File: src/rtl/smbus_tmo_pkg.sv
package smbus_tmo_pkg;
  localparam int unsigned LIMIT_W = 12;
  localparam int unsigned N_SIDES = 2;

  typedef enum logic {
    SIDE_MST = 1'b0,
    SIDE_SLV = 1'b1
  } ext_side_e;

  typedef struct packed {
    logic win;
    logic slv;
    logic mst;
  } tmo_src_t;
endpackage

File: src/rtl/tmo_window_ctr.sv
module tmo_window_ctr #(
  parameter int unsigned LIMIT_W = 12
) (
  input  logic               clk,
  input  logic               rst,
  input  logic               tick,
  input  logic               enable,
  input  logic               idle_sel,
  input  logic               scl_in,
  input  logic               sda_in,
  input  logic [LIMIT_W-1:0] limit,
  output logic               fire
);
  logic [LIMIT_W-1:0] cnt;
  logic               cond;
  logic               armed;

  // The qualifying level depends on the mode: SCL low, or the bus idle high.
  assign cond  = idle_sel ? (scl_in & sda_in) : ~scl_in;
  assign armed = enable && (limit != '0);

  always_ff @(posedge clk) begin
    if (rst || !armed || !cond) begin
      cnt <= '0;
    end else if (tick && (cnt < limit)) begin
      cnt <= cnt + 1'b1;
    end
  end

  assign fire = armed && cond && (cnt >= limit);
endmodule

File: src/rtl/tmo_extend_acc.sv
module tmo_extend_acc #(
  parameter int unsigned LIMIT_W = 12
) (
  input  logic               clk,
  input  logic               rst,
  input  logic               tick,
  input  logic               enable,
  input  logic               extend,
  input  logic               msg_bound,
  input  logic [LIMIT_W-1:0] limit,
  output logic               fire
);
  logic [LIMIT_W-1:0] total;
  logic               armed;

  assign armed = enable && (limit != '0);

  // The total survives gaps between stretch intervals; only a message
  // boundary, a disable or a reset drops it.
  always_ff @(posedge clk) begin
    if (rst || !armed || msg_bound) begin
      total <= '0;
    end else if (tick && extend && (total < limit)) begin
      total <= total + 1'b1;
    end
  end

  assign fire = armed && (total >= limit);
endmodule

File: src/rtl/tmo_flag_irq.sv
module tmo_flag_irq #(
  parameter int unsigned N_SRC = 3
) (
  input  logic             clk,
  input  logic             rst,
  input  logic [N_SRC-1:0] fire_vec,
  input  logic             flag_clr,
  input  logic             err_irq_en,
  output logic             tmo_flag,
  output logic             tmo_irq
);
  logic flag_n;

  // Set wins over clear.
  assign flag_n = (tmo_flag & ~flag_clr) | (|fire_vec);

  always_ff @(posedge clk) begin
    if (rst) begin
      tmo_flag <= 1'b0;
      tmo_irq  <= 1'b0;
    end else begin
      tmo_flag <= flag_n;
      tmo_irq  <= flag_n & err_irq_en;
    end
  end
endmodule

File: src/rtl/smbus_tmo_monitor.sv
module smbus_tmo_monitor
  import smbus_tmo_pkg::*;
#(
  parameter int unsigned LIMIT_W = smbus_tmo_pkg::LIMIT_W
) (
  input  logic               clk,
  input  logic               rst,
  input  logic               tick,
  input  logic               scl_in,
  input  logic               sda_in,
  input  logic               idle_sel,
  input  logic               win_en,
  input  logic               mst_ext_en,
  input  logic               slv_ext_en,
  input  logic               mst_ext,
  input  logic               slv_ext,
  input  logic               msg_start,
  input  logic               msg_end,
  input  logic [LIMIT_W-1:0] limit_a,
  input  logic [LIMIT_W-1:0] limit_b,
  input  logic               err_irq_en,
  input  logic               flag_clr,
  output logic               tmo_flag,
  output logic               tmo_irq
);
  localparam int unsigned N_SRC = $bits(tmo_src_t);

  tmo_src_t           src;
  logic [N_SIDES-1:0] side_en;
  logic [N_SIDES-1:0] side_ext;
  logic [N_SIDES-1:0] side_fire;
  logic               msg_bound;
  logic               fire_any;

  assign side_en[SIDE_MST]  = mst_ext_en;
  assign side_en[SIDE_SLV]  = slv_ext_en;
  assign side_ext[SIDE_MST] = mst_ext;
  assign side_ext[SIDE_SLV] = slv_ext;
  assign msg_bound          = msg_start | msg_end;

  tmo_window_ctr #(.LIMIT_W(LIMIT_W)) u_window (
    .clk      (clk),
    .rst      (rst),
    .tick     (tick),
    .enable   (win_en),
    .idle_sel (idle_sel),
    .scl_in   (scl_in),
    .sda_in   (sda_in),
    .limit    (limit_a),
    .fire     (src.win)
  );

  for (genvar s = 0; s < N_SIDES; s++) begin : g_side
    tmo_extend_acc #(.LIMIT_W(LIMIT_W)) u_acc (
      .clk       (clk),
      .rst       (rst),
      .tick      (tick),
      .enable    (side_en[s]),
      .extend    (side_ext[s]),
      .msg_bound (msg_bound),
      .limit     (limit_b),
      .fire      (side_fire[s])
    );
  end

  assign src.mst  = side_fire[SIDE_MST];
  assign src.slv  = side_fire[SIDE_SLV];
  assign fire_any = |src;

  tmo_flag_irq #(.N_SRC(N_SRC)) u_flag (
    .clk        (clk),
    .rst        (rst),
    .fire_vec   (src),
    .flag_clr   (flag_clr),
    .err_irq_en (err_irq_en),
    .tmo_flag   (tmo_flag),
    .tmo_irq    (tmo_irq)
  );
endmodule

File: config.mk
export PLATFORM = sky130hd
export DESIGN_NAME = smbus_tmo_monitor
export DESIGN_NICKNAME = d
export VERILOG_FILES = /design/src/rtl/smbus_tmo_pkg.sv /design/src/rtl/tmo_window_ctr.sv /design/src/rtl/tmo_extend_acc.sv /design/src/rtl/tmo_flag_irq.sv /design/src/rtl/smbus_tmo_monitor.sv
export SDC_FILE = /design/constraint.sdc
export NUM_CORES = 1
export LEC_CHECK = 0
export BUFFER_PORTS_ARGS = -buffer_cell sky130_fd_sc_hd__buf_2
export CAP_MARGIN = 25
export CORE_MARGIN = 2
export CORE_UTILIZATION = 25
export CTS_CLUSTER_DIAMETER = 80
export DETAILED_ROUTE_END_ITERATION = 7
export SLEW_MARGIN = 20
export SYNTH_ARGS = -nofsm -noshare
export SYNTH_HDL_FRONTEND = slang
export SYNTH_SLANG_ARGS = --single-unit
File: constraint.sdc
create_clock -name clk -period 2.7 [get_ports clk]
set_input_delay 0.405 -clock clk [delete_from_list [all_inputs] [get_ports clk]]
set_output_delay 0.405 -clock clk [all_outputs]
set_load 0.005 [all_outputs]
==> results.json <==
{
  "run_status": "complete, no violations",
  "vias_per_cell": 5.012,
  "syn_inst": 331,
  "worst_pin_slew_ns": 0.4963,
  "mappedNetlistNets": 409,
  "place_area_um2": 3131,
  "final-max-slew-violation-count": 0,
  "synth-adder-area-share": 0.1786,
  "synth_async_sr_flop_share": 0,
  "post_syn_area_um2": 2733,
  "antennaDiodeCount": 0,
  "holdBufCountCts": 0,
  "final_design_area_no_fill_um2": 3243,
  "clock_insertion_delay_worst_skew_ns": 0.29,
  "grt_use_total": 0.1208,
  "synth.mux.area_fraction": 0.007326,
  "synth-seq-area-share": 0.2784,
  "rsz0062_at_grt": "no",
  "dr.first_iter.drc_count": 76,
  "critPathMaxStageDelay_ns": 0.53,
  "critPathBufInv": 0,
  "cts-htree-levels": 2,
  "maxClockFrequency_ghz": 0.4233,
  "dp_hpwl_mm": 5.708,
  "fillerInstances": 1171,
  "finalCriticalPeriod_ns": 2.362,
  "final_wl_mm": 6.919,
  "core_um2": 10750,
  "clockBufferDepth": 2,
  "critical_path_cell_sequence": "ha_1 -> a21o_1 -> a221oi_1 -> o211a_2 -> nand2_2 -> or4_1 -> a21oi_1",
  "cts_tree": "yes",
  "avgRoutedWirePerCell_um": 13.33,
  "crit_arrival_ns": 2.58,
  "cts-root-buf": "sky130_fd_sc_hd__clkbuf_8",
  "dieWidth_um": 108.6,
  "cap_viol_max_count": 0,
  "finalCritPeriodShare": 0.8750,
  "slew-limit-headroom": 0.6606,
  "initial_antenna_violation_count": 0,
  "critical_path.startpoint_type": "flop",
  "die_area_um2": 11780,
  "critical-path-top-delay-family": "compound AO/OA/AOI/OAI gates",
  "clock_sink_count": 38,
  "synth_top_family_by_area": "simple AND/OR/NAND/NOR gates",
  "drive_gt1_frac": 0.1636,
  "critPathMaxFanout": 9,
  "cts_resized": 0,
  "timing_hold_violations_final": 0,
  "grt_start_max_net_pins": 13,
  "synth-edff-count": 0,
  "route.antenna.remaining_nets": 0,
  "ys_ff_latch": 38,
  "critical_path_class": "flop to flop",
  "post_synth_num_cell_types": 44,
  "placement.io_buffers": 40,
  "gp_routability_congestion": 0.8413,
  "via_count": 2601,
  "p_leak_nw": 1.354,
  "finalSetupViolations": 0,
  "buffers_inserted_by_post_cts_timing_repair": 0,
  "drt-pass1-iter-count": 4,
  "num-nets-final": 457,
  "fraction_of_the_mapped_netlist_area_in_simple_logic_gates": 0.2697,
  "area_growth_from_synthesis_to_final_layout_pct": 18.68,
  "dominantRegCellSynth": "sky130_fd_sc_hd__dfxtp_1",
  "critical-path-slowest-cell": "sky130_fd_sc_hd__or4_1",
  "syn_avg_cell_area_um2": 8.256,
  "skew_ns": 0.007064,
  "cp_data_required_time_ns": 2.92,
  "setup.worst_path.end_class": "flop",
  "via_count_of_the_first_global_routing_pass": 2342,
  "worst_setup_hold_path_clk_slew_ns": 0.07,
  "holdCritPathClass": "primary input to flop",
  "post_synthesis_compound_gate_area_fraction": 0.1777,
  "yosys_warnings": 0,
  "initial_utilization": 0.2543,
  "number_of_core_rows": 38,
  "power.ir.vdd_worst_mv": 0.1689,
  "synth-xor-area-share": 0.04167,
  "drcViolationCount": 0,
  "cts_made_buffers": 5,
  "grt.overflow.total": 0,
  "io_pins": 41,
  "grt_first_pass_wirelength_mm": 11.14,
  "setup_total_negative_slack_ns": 0,
  "cellPowerDensity_nw_per_um2": 363.6,
  "die_h_um": 108.6
}
==> logic make-up after synthesis <==
group / count (synthesis)
adder cells (fa/ha/maj): 39
flip-flops: 38
AND/OR/NAND/NOR: 131
AO/OA/AOI/OAI: 74
XOR/XNOR: 13
buffers and inverters: 34
multiplexers: 2
==> stage by stage <==
| step | worst slack [ns] | power (W) | utilization | hold slack [ns] | instances |
|---|---|---|---|---|---|
| floorplan | 0.4081 | 0.0006393 | - | 0.4556 | 331 |
| global placement | 0.2158 | 0.0006909 | 0.2913 | 0.4735 | 512 |
| detailed placement | 0.1889 | 0.0006958 | 0.2913 | 0.4900 | 512 |
| CTS | 0.3218 | 0.001197 | 0.3018 | 0.3222 | 519 |
| global route | 0.1668 | 0.001233 | 0.3018 | 0.3318 | 519 |
| finish | 0.3376 | 0.001179 | 0.3018 | 0.3214 | 519 |
==> final cells by class <==
cell class | instances | area [µm²] | share of cell area
Multi-Input combinational cell | 259 | 1844 | 0.5687
Clock buffer | 6 | 82.58 | 0.02546
Inverter | 30 | 112.6 | 0.03472
Tap cell | 140 | 175.2 | 0.05401
Clock inverter | 1 | 30.03 | 0.009259
Timing Repair Buffer | 45 | 237.7 | 0.07330
Sequential cell | 38 | 760.7 | 0.2346
==> power breakdown <==
group | internal, W | switching [W] | leakage (nW)
sequential | 0.000561 | 0.000000736 | 0.306
combinational | 0.0000511 | 0.0000694 | 0.991
clock | 0.000296 | 0.000202 | 0.0573
total | 0.000907 | 0.000272 | 1.35
==> path summary, 6_finish.rpt <==
check	slack [ns]	end	depth (start not counted)	start
worst min register to register	0.49	u_window.cnt[11]	2	u_window.cnt[11]
worst max register to register	0.34	g_side[1].u_acc.total[11]	7	g_side[1].u_acc.total[2]
worst min-delay path	0.32	u_flag.tmo_irq	2	err_irq_en
worst max-delay path	0.34	g_side[1].u_acc.total[11]	7	g_side[1].u_acc.total[2]
==> sequential cells by signal, summed over array words and instances, names as in the netlist <==
signal and flops:
u_flag.tmo_irq 1, u_flag.tmo_flag 1, g_side.u_acc.total 24, u_window.cnt 12
==> placed cells by master, fill, tap and decap left out, types with 9 or more instances in the layout <==
cell	n
sky130_fd_sc_hd__and3_1	9
sky130_fd_sc_hd__nand2_1	27
sky130_fd_sc_hd__or3_1	14
sky130_fd_sc_hd__nand4_1	16
sky130_fd_sc_hd__dfxtp_1	38
sky130_fd_sc_hd__a21oi_1	31
sky130_fd_sc_hd__o21ai_0	12
sky130_fd_sc_hd__inv_1	30
sky130_fd_sc_hd__or4_1	10
sky130_fd_sc_hd__nor2_1	13
sky130_fd_sc_hd__nand3_1	16
sky130_fd_sc_hd__ha_1	39
sky130_fd_sc_hd__buf_2	40
==> per-layer routing <==
metal	GRT usage	vias to the layer above	wire length, µm
met4	0.03755	0	74
met1	0.1668	1211	3526
li1	-	1329	-
met5	0	-	0
met3	0.02592	5	285
met2	0.1875	56	3032
==> cell usage after synthesis, drive strengths merged (2+ instances only) <==
| cell | n | area, µm² |
|---|---|---|
| nor2 | 13 | 48.80 |
| a21o | 2 | 15.01 |
| a2111oi | 2 | 36.29 |
| and3 | 9 | 56.30 |
| o21ai | 15 | 78.83 |
| nand2b | 2 | 12.51 |
| dfxtp | 38 | 760.7 |
| nand3 | 17 | 90.09 |
| nor4 | 4 | 25.02 |
| or4 | 10 | 75.07 |
| or3 | 14 | 87.58 |
| xor2 | 8 | 70.07 |
| a21oi | 33 | 172.7 |
| nand4 | 16 | 100.1 |
| o211ai | 4 | 30.03 |
| xnor2 | 5 | 43.79 |
| and4 | 7 | 62.56 |
| and2 | 6 | 37.54 |
| nor2b | 2 | 12.51 |
| inv | 30 | 112.6 |
| nor3 | 2 | 10.01 |
| ha | 39 | 488.0 |
| o31ai | 7 | 52.55 |
| nand2 | 29 | 118.9 |
| clkbuf | 4 | 15.01 |
| a221oi | 3 | 32.53 |
| mux2i | 2 | 20.02 |
Note: power is estimated with default switching activity, not from simulation.
